--- src/rtl/uart_txf_pkg.sv ---
package uart_txf_pkg;

    localparam int TICKS_PER_BIT = 16;
    localparam int STOP_MIN      = 16;
    localparam int STOP_MAX      = 32;
    localparam int TCNT_W        = 6;
    localparam int CHAR_W        = 8;
    localparam int LEN_BASE      = 5;

    typedef enum logic [2:0] {
        PAR_NONE     = 3'd0,
        PAR_EVEN     = 3'd1,
        PAR_ODD      = 3'd2,
        PAR_FORCE_LO = 3'd3,
        PAR_FORCE_HI = 3'd4
    } par_mode_e;

    typedef enum logic [2:0] {
        ST_IDLE,
        ST_START,
        ST_DATA,
        ST_PAR,
        ST_STOP,
        ST_BREAK
    } tx_state_e;

    typedef struct packed {
        logic              par_en;
        logic              par_val;
        logic [3:0]        nbits;
        logic [TCNT_W-1:0] stop_lim;
    } frame_fmt_t;

    function automatic logic [CHAR_W-1:0] len_mask(input logic [1:0] code);
        return {CHAR_W{1'b1}} >> (2'd3 - code);
    endfunction

    function automatic logic calc_parity(input logic [CHAR_W-1:0] d,
                                         input logic [1:0] code,
                                         input par_mode_e mode);
        logic ones;
        ones = ^(d & len_mask(code));
        case (mode)
            PAR_EVEN:     return ones;
            PAR_ODD:      return ~ones;
            PAR_FORCE_HI: return 1'b1;
            default:      return 1'b0;
        endcase
    endfunction

    function automatic logic [TCNT_W-1:0] clamp_stop(input logic [TCNT_W-1:0] v);
        if (v < TCNT_W'(STOP_MIN)) return TCNT_W'(STOP_MIN);
        if (v > TCNT_W'(STOP_MAX)) return TCNT_W'(STOP_MAX);
        return v;
    endfunction

endpackage

--- src/rtl/utx_hold_reg.sv ---
module utx_hold_reg #(
    parameter int DATA_W = 8
) (
    input  logic              clk,
    input  logic              rst,
    input  logic              wr_en,
    input  logic [DATA_W-1:0] wr_data,
    input  logic              take,
    output logic              full,
    output logic [DATA_W-1:0] data
);
    always_ff @(posedge clk) begin
        if (rst) begin
            full <= 1'b0;
            data <= '0;
        end else if (take) begin
            full <= 1'b0;
        end else if (wr_en && !full) begin
            full <= 1'b1;
            data <= wr_data;
        end
    end
endmodule

--- src/rtl/utx_bit_timer.sv ---
module utx_bit_timer #(
    parameter int CNT_W = 6
) (
    input  logic             clk,
    input  logic             rst,
    input  logic             tick,
    input  logic             clear,
    input  logic [CNT_W-1:0] limit,
    output logic             done
);
    logic [CNT_W-1:0] cnt;

    assign done = tick && !clear && (cnt == limit - CNT_W'(1));

    always_ff @(posedge clk) begin
        if (rst || clear) cnt <= '0;
        else if (tick)    cnt <= done ? '0 : cnt + CNT_W'(1);
    end
endmodule

--- src/rtl/utx_frame_fsm.sv ---
module utx_frame_fsm
    import uart_txf_pkg::*;
(
    input  logic              clk,
    input  logic              rst,
    input  logic              hold_full,
    input  logic [CHAR_W-1:0] hold_data,
    input  logic [1:0]        len_code,
    input  logic [2:0]        parity_mode,
    input  logic [TCNT_W-1:0] stop_ticks,
    input  logic              cts,
    input  logic              break_req,
    input  logic              bit_done,
    output logic              take,
    output logic              timer_clear,
    output logic [TCNT_W-1:0] timer_limit,
    output logic              busy,
    output logic              txd
);
    tx_state_e         state;
    logic [CHAR_W-1:0] shreg;
    logic [3:0]        bits_left;
    frame_fmt_t        fmt;
    par_mode_e         pmode;

    assign pmode       = par_mode_e'(parity_mode);
    assign take        = (state == ST_IDLE) && hold_full && cts && !break_req;
    assign timer_clear = (state == ST_IDLE) || (state == ST_BREAK);
    assign timer_limit = (state == ST_STOP) ? fmt.stop_lim : TCNT_W'(TICKS_PER_BIT);
    assign busy        = !timer_clear;

    always_comb begin
        case (state)
            ST_START, ST_BREAK: txd = 1'b0;
            ST_DATA:            txd = shreg[0];
            ST_PAR:             txd = fmt.par_val;
            default:            txd = 1'b1;
        endcase
    end

    always_ff @(posedge clk) begin
        if (rst) begin
            state     <= ST_IDLE;
            shreg     <= '0;
            bits_left <= '0;
            fmt       <= '0;
        end else begin
            case (state)
                ST_IDLE: begin
                    if (break_req) begin
                        state <= ST_BREAK;
                    end else if (take) begin
                        state        <= ST_START;
                        shreg        <= hold_data;
                        bits_left    <= 4'(len_code) + 4'(LEN_BASE);
                        fmt.nbits    <= 4'(len_code) + 4'(LEN_BASE);
                        fmt.par_en   <= (pmode != PAR_NONE);
                        fmt.par_val  <= calc_parity(hold_data, len_code, pmode);
                        fmt.stop_lim <= clamp_stop(stop_ticks);
                    end
                end
                ST_START: if (bit_done) state <= ST_DATA;
                ST_DATA: begin
                    if (bit_done) begin
                        shreg     <= shreg >> 1;
                        bits_left <= bits_left - 4'd1;
                        if (bits_left == 4'd1)
                            state <= fmt.par_en ? ST_PAR : ST_STOP;
                    end
                end
                ST_PAR:  if (bit_done) state <= ST_STOP;
                ST_STOP: if (bit_done) state <= break_req ? ST_BREAK : ST_IDLE;
                ST_BREAK: if (!break_req) state <= ST_IDLE;
                default: state <= ST_IDLE;
            endcase
        end
    end
endmodule

--- src/rtl/uart_tx_frac.sv ---
module uart_tx_frac
    import uart_txf_pkg::*;
(
    input  logic        clk,
    input  logic        rst,
    input  logic        tick16,
    input  logic        wr_en,
    input  logic [7:0]  wr_data,
    input  logic [1:0]  len_code,
    input  logic [2:0]  parity_mode,
    input  logic [5:0]  stop_ticks,
    input  logic        cts,
    input  logic        break_req,
    output logic        txd,
    output logic        hold_empty,
    output logic        tx_empty
);
    logic              hold_full;
    logic [CHAR_W-1:0] hold_data;
    logic              take;
    logic              timer_clear;
    logic [TCNT_W-1:0] timer_limit;
    logic              bit_done;
    logic              busy;

    utx_hold_reg #(.DATA_W(CHAR_W)) i_hold (
        .clk     (clk),
        .rst     (rst),
        .wr_en   (wr_en),
        .wr_data (wr_data),
        .take    (take),
        .full    (hold_full),
        .data    (hold_data)
    );

    utx_bit_timer #(.CNT_W(TCNT_W)) i_timer (
        .clk   (clk),
        .rst   (rst),
        .tick  (tick16),
        .clear (timer_clear),
        .limit (timer_limit),
        .done  (bit_done)
    );

    utx_frame_fsm i_fsm (
        .clk         (clk),
        .rst         (rst),
        .hold_full   (hold_full),
        .hold_data   (hold_data),
        .len_code    (len_code),
        .parity_mode (parity_mode),
        .stop_ticks  (stop_ticks),
        .cts         (cts),
        .break_req   (break_req),
        .bit_done    (bit_done),
        .take        (take),
        .timer_clear (timer_clear),
        .timer_limit (timer_limit),
        .busy        (busy),
        .txd         (txd)
    );

    assign hold_empty = !hold_full;
    assign tx_empty   = !hold_full && !busy;
endmodule

--- config.mk ---
export PLATFORM = sky130hd
export DESIGN_NAME = uart_tx_frac
export DESIGN_NICKNAME = d
export VERILOG_FILES = /design/src/rtl/uart_txf_pkg.sv /design/src/rtl/utx_hold_reg.sv /design/src/rtl/utx_bit_timer.sv /design/src/rtl/utx_frame_fsm.sv /design/src/rtl/uart_tx_frac.sv
export SDC_FILE = /design/constraint.sdc
export NUM_CORES = 1
export LEC_CHECK = 0
export ABC_AREA = 1
export BUFFER_PORTS_ARGS = -buffer_cell sky130_fd_sc_hd__buf_2
export CAP_MARGIN = 5
export CORE_MARGIN = 2
export CORE_UTILIZATION = 35
export CTS_CLUSTER_SIZE = 12
export DETAILED_ROUTE_END_ITERATION = 6
export GPL_ROUTABILITY_DRIVEN = 0
export GPL_TIMING_DRIVEN = 0
export HOLD_SLACK_MARGIN = 0.12
export PLACE_DENSITY = 0.63
export RECOVER_POWER = 100
export SLEW_MARGIN = 20
export SYNTH_ARGS = -nofsm -noshare
export SYNTH_HDL_FRONTEND = slang
export SYNTH_HIERARCHICAL = 1
export SYNTH_SLANG_ARGS = --single-unit
export TNS_END_PERCENT = 30
--- constraint.sdc ---
create_clock -name clk -period 7.45 [get_ports clk]
set_clock_uncertainty 0.05 [all_clocks]
set_input_delay 0 -clock clk [delete_from_list [all_inputs] [get_ports clk]]
set_output_delay 0 -clock clk [all_outputs]
set_load 0.01 [all_outputs]
==> impl_metrics.json, run 1 <==
{
  "synthArstFlopShare_pct": 0,
  "synth_area_leader_cell": "dfxtp_1",
  "cts_resized": 0,
  "final-seq-area_um2": 761,
  "worstMarginPinSlew_ns": 0.471,
  "fin_tns_setup_ns": 0,
  "power_leakage_nw": 1.42,
  "chipHeight_um": 87.2,
  "path_clk_slew_ns": 0.07,
  "final_cell_area_um2": 2980,
  "mostFrequentLayoutCell": "nand2_1",
  "layout_common_cells": "nand2_1 (115), inv_1 (66), nor2_1 (47)",
  "grt_start_max_net_pins": 12,
  "drive_above_1_share_pct": 12.1,
  "synth_top_area_share_pct": 31.4,
  "critPathMaxFanout": 10,
  "die_x_um": 87.2,
  "hold_buffers": 29,
  "io-pin-count": 28,
  "max_stage_delay_ns": 0.35,
  "die_area_um2": 7600,
  "start_util_pct": 35.8,
  "whs_ns": 0.143,
  "row_count": 30,
  "multi_input_area_um2": 1280,
  "rr_startpoint": "i_fsm/state[0]",
  "timing.final.ws_setup_ns": 4.11,
  "crit_buf_inv": 7,
  "clockRootBuffer": "clkbuf_8",
  "final_antenna_net_count": 0,
  "synthFlopType": "dfxtp_1",
  "cpMostUsedCell": "inv_1",
  "first_iter_violations": 79,
  "ir_worst_vdd_mv": 0.111,
  "cp-start-kind": "flip-flop",
  "instances_no_fill": 528,
  "yosysWarnings": 6,
  "cp-startpoint": "i_fsm/state[0]",
  "coreArea_um2": 6760,
  "final_nets": 478,
  "grt_use_total_pct": 15.9,
  "num_vias": 2436,
  "synth_edf_count": 0,
  "dp.cells": 491,
  "viasPerCell": 4.61,
  "cp_cell_sequence": "inv_1 -> nand2_1 -> nor2_1 -> inv_1 -> nor2_1 -> inv_1 -> ha_1 -> or2_2 -> nand4_1 -> nor2_1 -> nand2_1 -> inv_1 -> inv_1 -> nand2_1 -> nand2_1 -> clkbuf_1 -> clkinvlp_2 -> o21ai_0 -> nor2_1",
  "cts_tree": "done",
  "critical_path_required_ns": 7.56,
  "slowest_stage": "dfxtp_1",
  "wl_per_cell_um": 10.3,
  "post-cts-setup-buffers": 0,
  "antenna_found_initial": 0,
  "detailed_place_hpwl_um": 4000,
  "grt_pass1_wl_um": 9860,
  "avgSynthCellArea_um2": 6.30,
  "yosys.cell_types.count": 33,
  "fin_crit_sh_pct": 44.8,
  "clock-sinks": 38,
  "status": "completed",
  "dpl_cell_area_um2": 2660,
  "cp-end-kind": "flip-flop",
  "syn-cell-area_um2": 2420,
  "cts_buffer_depth": 2,
  "layout_min_cycle_time_ns": 3.34,
  "clkLatencyLatePin_ns": 0.28,
  "synth.area.top_cells": "dfxtp_1 (31%), nand2_1 (17%), inv_1 (9.9%), nor2_1 (7.1%), o21ai_0 (4.5%)",
  "finalHoldViolCount": 0,
  "h-tree-depth": 2,
  "crit_type": "reg2reg",
  "dr.pass1.iters": 4,
  "antenna_cells": 0,
  "ys_ff_latch": 38,
  "grt.overflow.total": 0,
  "area_delta_synth_final_pct": 23.3,
  "cts_inserted_buffers": 5,
  "grt_pass1_vias": 2358,
  "pre_cts_ws_ns": 4.61,
  "power.density_nw_per_um2": 223,
  "crit_family": "simple AND/OR/NAND/NOR gates",
  "hold_class": "in2reg",
  "setup_viol": 0,
  "rsz0062_at_grt": "no",
  "clock.fmax_mhz": 299,
  "hp-start": "break_req",
  "fillers": 726,
  "syn_inst": 384,
  "seq_area_frac_synth_pct": 31.4,
  "slew_headroom_pct": 68.4,
  "portBuffers": 27,
  "routed_wl_um": 5430,
  "maxCapViolCount": 0,
  "syn_nets": 415,
  "maxSlewViolCount": 0,
  "drc": 0,
  "worstPathArrival_ns": 3.45
}
[metrics by stage]
step                      total power, mW  utilization (%)
final                               0.666             44.2
after global routing                0.728             44.2
after CTS                           0.698             45.2
after detailed placement            0.514             39.3
after global placement              0.509             39.3
after floorplan                     0.455                -
[sequential cells by signal, indices dropped and copies added (netlist names)]
signal	cells
i_fsm/bits_left	4
i_fsm/shreg	8
i_hold/data	8
i_fsm/state	3
i_hold/full	1
i_timer/cnt	6
i_fsm/fmt	8
[cell families (layout without fill, tap and decap cells)]
kind of cell             Yosys count  count (layout)  synth area share, %
AND/OR/NAND/NOR                  201             201                 36.5
buffers and inverters             77             141                 13.4
AO/OA/AOI/OAI                     55              55                 13.1
flip-flops                        38              38                 31.4
XOR/XNOR                           7               7                 2.53
adder cells (fa/ha/maj)            6               6                 3.10
[path summary, 6_finish.rpt]
kind | to | depth (start not counted) | slack, ns
min | i_fsm/state[2] | 5 | 0.14
max reg2reg | i_fsm/bits_left[3] | 19 | 4.11
max | i_fsm/bits_left[3] | 19 | 4.11
min reg2reg | i_fsm/shreg[4] | 2 | 0.40
[synth_stat cells, drive strengths merged (5+ instances only)]
library cell / n
xor2: 6
dfxtp: 38
inv: 70
nor2: 49
a21oi: 17
nand3: 18
buf: 6
o21ai: 26
or2: 5
a211oi: 5
nand2: 118
nor3: 7
ha: 6
[report_power, final]
| part | switching (mW) | internal (mW) |
|---|---|---|
| combinational | 0.149 | 0.0990 |
| clock | 0.0711 | 0.0935 |
| sequential | 0.0200 | 0.233 |
[worst min-delay path: stages]
cell and delay, ns:
buf_2 0.11, nand2_1 0.09, o2111ai_1 0.09, o21ai_0 0.08
nor2_1 0.08
[area by class of cell]
type,count,share of cell area (%)
timing repair buffer,56,14.2
inverter,70,8.85
tap,80,3.35
sequential,38,25.5
clock buffer,8,3.69
buffer,7,1.43
multi-input combinational,269,43.0
[layer usage]
metal	vias to the layer above	global-route usage (%)	routed length, um
li1	1318	-	-
met1	1072	19.8	2700
met2	38	27.3	2490
met3	8	3.13	160
met4	0	5.45	87
met5	-	0	0
Note: power is estimated with default switching activity, not from simulation.
==> run 2: changes to the inputs <==
Settings changed: ABC_AREA 1 to 0, PLACE_DENSITY 0.63 to 0.66.
Clock period 7.45 ns to 3 ns, I/O delays scaled along.
==> impl_metrics.json, run 2 <==
{
  "status": "completed",
  "area_delta_synth_final_pct": 29.4,
  "ys_ff_latch": 38,
  "dr.pass1.iters": 4,
  "num_vias": 2126,
  "io-pin-count": 28,
  "grt_use_total_pct": 15.5,
  "cp_cell_sequence": "clkbuf_4 -> or2_1 -> or3_4 -> nor3_1 -> nand2_1 -> xnor2_1 -> a2111oi_4 -> buf_4 -> a32o_2 -> buf_2 -> nor2_1 -> a311oi_2",
  "critical_path_required_ns": 3.15,
  "crit_buf_inv": 3,
  "portBuffers": 27,
  "largest_registers": "i_fsm/fmt x8, i_fsm/shreg x8, i_hold/data x8",
  "syn_nets": 303,
  "viasPerCell": 5.12,
  "cp-start-kind": "flip-flop",
  "avgSynthCellArea_um2": 8.44,
  "final_nets": 370,
  "total_power_mw": 1.13,
  "pre_cts_ws_ns": -0.538,
  "max_stage_delay_ns": 0.40,
  "drc": 0,
  "row_count": 29,
  "clock.fmax_mhz": 349,
  "cts_tree": "done",
  "fin_tns_setup_ns": 0,
  "ir_worst_vdd_mv": 0.238,
  "cts_inserted_buffers": 5,
  "synth.most_common_cell": "dfxtp_1",
  "clock-sinks": 38,
  "synthArstFlopShare_pct": 0,
  "syn_inst": 272,
  "first_iter_violations": 150,
  "synthFlopType": "dfxtp_1",
  "antenna_found_initial": 0,
  "layout_min_cycle_time_ns": 2.86,
  "crit_family": "simple AND/OR/NAND/NOR gates",
  "grt_pass1_wl_um": 9120,
  "power.density_nw_per_um2": 382,
  "cts_buffer_depth": 2,
  "path_clk_slew_ns": 0.07,
  "yosys.cell_types.count": 49,
  "drive_above_1_share_pct": 24.0,
  "grt_pass1_vias": 1943,
  "synth.area.top_cells": "dfxtp_1 (33%), nand2_1 (5.4%), nor2_1 (4.9%), nand2b_1 (4.6%), a311oi_2 (4.6%)",
  "critPathMaxFanout": 10,
  "routed_wl_um": 5500,
  "h-tree-depth": 2,
  "fin_crit_sh_pct": 95.5,
  "netlist_top_cells_count": "dfxtp_1 (38), nand2_1 (33), nor2_1 (30)",
  "layout_common_cells": "dfxtp_1 (35), nand2_1 (33), nor2_1 (30)",
  "finalHoldViolCount": 0,
  "seq_area_frac_synth_pct": 33.2,
  "detailed_place_hpwl_um": 3590,
  "start_util_pct": 36.1,
  "hold_class": "in2reg",
  "clockRootBuffer": "clkbuf_8",
  "slowest_stage": "a2111oi_4",
  "grt_start_max_net_pins": 15,
  "syn-cell-area_um2": 2290,
  "power_leakage_nw": 1.11,
  "die_x_um": 85.0,
  "setup_viol": 0,
  "cp-end-kind": "flip-flop",
  "slew_headroom_pct": 52.7,
  "yosysWarnings": 6,
  "mostFrequentLayoutCell": "dfxtp_1",
  "maxCapViolCount": 0,
  "grt.overflow.total": 0,
  "clkLatencyLatePin_ns": 0.29,
  "whs_ns": 0.160,
  "crit_type": "reg2reg",
  "synth_edf_count": 0,
  "chipHeight_um": 85.0,
  "antenna_cells": 0,
  "die_area_um2": 7220,
  "worstPathArrival_ns": 3.02,
  "final_antenna_net_count": 0,
  "maxSlewViolCount": 0,
  "worstMarginPinSlew_ns": 0.710,
  "wl_per_cell_um": 13.2,
  "synth_top_area_share_pct": 33.2,
  "synth_area_leader_cell": "dfxtp_1",
  "timing.final.ws_setup_ns": 0.136,
  "coreArea_um2": 6350
}
run 2: cell types whose count changed after synthesis, sizes merged, moves of 12 or more:
cell / change
nand3: -12
nand2: -84
inv: -58
o21ai: -13
nand2b: +17
nor2: -18
run 2: logic make-up after synthesis:
group | count (synthesis) | share of synthesized area (%)
flops | 38 | 33.2
buf+inv | 26 | 6.16
simple gates | 123 | 27.5
compound gates | 52 | 17.6
fa+ha+maj | 6 | 3.27
mux | 10 | 4.58
xor+xnor | 17 | 7.74
run 2: path summary, 6_finish.rpt:
| check | start | endpoint | slack, ns | cells past startpoint |
|---|---|---|---|---|
| worst max-delay path | i_fsm/state[0] | i_fsm/shreg[6] | 0.14 | 12 |
| worst max register to register | i_fsm/state[0] | i_fsm/shreg[6] | 0.14 | 12 |
| worst min register to register | i_fsm/fmt[5] | i_fsm/fmt[5] | 0.41 | 2 |
| worst min-delay path | rst | i_hold/data[0] | 0.16 | 3 |
run 2: per-stage QoR:
step                utilization [%]  cell area, um^2  std cells
floorplan                         -             2290        272
global placement               39.8             2530        376
detailed placement             39.8             2530        376
CTS                            45.9             2910        411
global route                   46.8             2970        415
finish                         46.8             2970        415
run 2: what timing repair did:
action / 4_1_cts / 5_1_grt
cloned: 0 / 1
resized for setup: 5 / 17
hold endpoints to repair: 23 / 0
setup endpoints to repair: 15 / 15
setup buffers: 3 / 4
pin swaps: 1 / 9
hold buffers: 26 / 0
run 2: cell type report:
cell class	instances	area (um^2)
fill	600	3380
multi-input combinational	208	1430
sequential	38	764
timing repair buffer	61	455
tap	77	96.3
buffer	12	88.8
clock buffer	6	82.6
inverter	13	50.0
run 2: per-layer routing:
| metal | global-route usage [%] | part of all wire [%] | vias up |
|---|---|---|---|
| li1 | - | - | 1068 |
| met1 | 21.2 | 45 | 978 |
| met2 | 23.7 | 48 | 68 |
| met4 | 6.93 | 1.9 | 0 |
| met5 | 0 | 0 | - |
| met3 | 2.82 | 5.1 | 12 |
run 2: worst reg2reg max path, cell delays in order (launching register included):
cell	delay (ns)
dfxtp_2	0.35
clkbuf_4	0.19
or2_1	0.24
or3_4	0.36
nor3_1	0.14
nand2_1	0.08
xnor2_1	0.15
a2111oi_4	0.40
buf_4	0.19
a32o_2	0.17
buf_2	0.18
nor2_1	0.07
a311oi_2	0.22
run 2: power breakdown:
part           switching, mW  total, mW  internal [mW]
clock                  0.179      0.356          0.177
combinational          0.114      0.231          0.117
sequential            0.0199      0.546          0.526
total                  0.313       1.13          0.821
==> run 3: changes to the inputs <==
Settings changed: CORE_MARGIN 2 to default.
==> impl_metrics.json, run 3 (same netlist as run 2, synthesis figures left out) <==
{
  "coreArea_um2": 6350,
  "grt_pass1_wl_um": 9520,
  "cp_cell_sequence": "buf_4 -> or2_1 -> or3_4 -> nor3_1 -> nand2_1 -> xnor2_1 -> a2111oi_4 -> buf_4 -> buf_4 -> nand2_1 -> o21ai_0 -> a21oi_1 -> a221oi_2",
  "fin_tns_setup_ns": 0,
  "slowest_stage": "a2111oi_4",
  "portBuffers": 27,
  "dr.pass1.iters": 4,
  "instances_no_fill": 422,
  "dp.cells": 376,
  "whs_ns": 0.175,
  "die_x_um": 83.0,
  "dpl_cell_area_um2": 2530,
  "wl_met3_um": 220,
  "drive_above_1_share_pct": 23.8,
  "io-pin-count": 28,
  "dr.max_layer_used": "met4",
  "wl_met1_um": 2540,
  "status": "completed",
  "power.density_nw_per_um2": 382,
  "cp-end-kind": "flip-flop",
  "fin_crit_sh_pct": 95.5,
  "ir_worst_vdd_mv": 0.212,
  "grt_use_total_pct": 17.0,
  "cpMostUsedCell": "buf_4",
  "maxCapViolCount": 0,
  "fillers": 608,
  "clkLatencyLatePin_ns": 0.29,
  "critical_path_required_ns": 3.15,
  "hold_class": "in2reg",
  "grt_pass1_vias": 2106,
  "power_leakage_nw": 1.13,
  "die_area_um2": 6880,
  "cts_inserted_buffers": 5,
  "worstPathArrival_ns": 3.01,
  "setup_viol": 0,
  "detailed_place_hpwl_um": 3750,
  "wl_per_cell_um": 13.3,
  "chipHeight_um": 83.0,
  "num_vias": 2147,
  "drc": 0,
  "final_nets": 375,
  "finalHoldViolCount": 0,
  "clock.fmax_mhz": 349,
  "final_antenna_net_count": 0,
  "routed_wl_um": 5600,
  "clock-sinks": 38,
  "critPathMaxFanout": 10,
  "max_stage_delay_ns": 0.40,
  "first_iter_violations": 70,
  "start_util_pct": 36.1,
  "h-tree-depth": 2,
  "layout_common_cells": "dfxtp_1 (37), nand2_1 (33), nor2_1 (30)",
  "antenna_found_initial": 0,
  "grt.overflow.total": 0,
  "antenna_cells": 0,
  "cts_tree": "done",
  "worstMarginPinSlew_ns": 0.720,
  "path_clk_slew_ns": 0.07,
  "multi_input_area_um2": 1430,
  "grt_start_max_net_pins": 15,
  "clockRootBuffer": "clkbuf_8",
  "final-seq-area_um2": 762,
  "cts_buffer_depth": 2,
  "maxSlewViolCount": 0,
  "cp-start-kind": "flip-flop",
  "final_cell_area_um2": 3000,
  "row_count": 29,
  "mostFrequentLayoutCell": "dfxtp_1",
  "met2WireLength_um": 2710,
  "crit_type": "reg2reg",
  "slew_headroom_pct": 52.0,
  "layout_min_cycle_time_ns": 2.86,
  "area_delta_synth_final_pct": 30.7,
  "viasPerCell": 5.09,
  "largest_registers": "i_fsm/fmt x8, i_fsm/shreg x8, i_hold/data x8"
}
## run 3: cell count changes in the layout (fill, tap and decap cells not counted), sizes merged
cell,change
clkbuf,+3
clkinv,+1
buf,+3
## run 3: through the flow
step                      setup WS (ns)  power, mW  util (%)
final                             0.136       1.15      47.2
after floorplan                  0.0517      0.695         -
after detailed placement         -0.505      0.754      39.8
after global placement           -0.443      0.750      39.8
after global routing            -0.0328       1.21      47.2
after CTS                      0.000646       1.15      46.1
## run 3: final timing paths
check / start / end / slack, ns / depth (start not counted)
worst max-delay path: i_fsm/state[0] / i_fsm/state[0] / 0.14 / 13
worst min-delay path: rst / i_hold/data[5] / 0.18 / 3
worst max register to register: i_fsm/state[0] / i_fsm/state[0] / 0.14 / 13
worst min register to register: i_fsm/fmt[5] / i_fsm/fmt[5] / 0.41 / 2
## run 3: worst max-delay path, delay by kind of cell, from the launching register on
family,cells,cell delay [ns]
buffers and inverters,3,0.46
flip-flops,1,0.35
AND/OR/NAND/NOR,5,0.88
AO/OA/AOI/OAI,4,0.88
XOR/XNOR,1,0.15
## run 3: power breakdown
group | total [mW] | internal [mW] | switching (mW)
Combinational | 0.240 | 0.122 | 0.118
Clock | 0.360 | 0.185 | 0.174
Sequential | 0.546 | 0.526 | 0.0197
Total | 1.15 | 0.833 | 0.312
## run 3: layout make-up
cell class	count	area share (%)
Inverter	13	1.67
Timing Repair Buffer	65	16.1
Sequential cell	38	25.4
Tap cell	77	3.21
Clock buffer	7	2.88
Multi-Input combinational cell	208	47.5
Clock inverter	1	0.167
Buffer	13	3.05
## run 3: metal layers
layer  GRT usage [%]  vias up
met2            28.1       56
li1                -     1085
met5               0        -
met3            3.78       11
met1            20.8      995
met4            8.46        0
## run 3: repair_timing
item                                   in CTS  in global routing
gates cloned                                0                  1
endpoints found under the hold margin      24                  0
pin swaps                                   1                  7
setup endpoints to repair                  15                 14
setup buffers                               3                  8
resized for setup                           7                 12
hold buffers                               26                  0
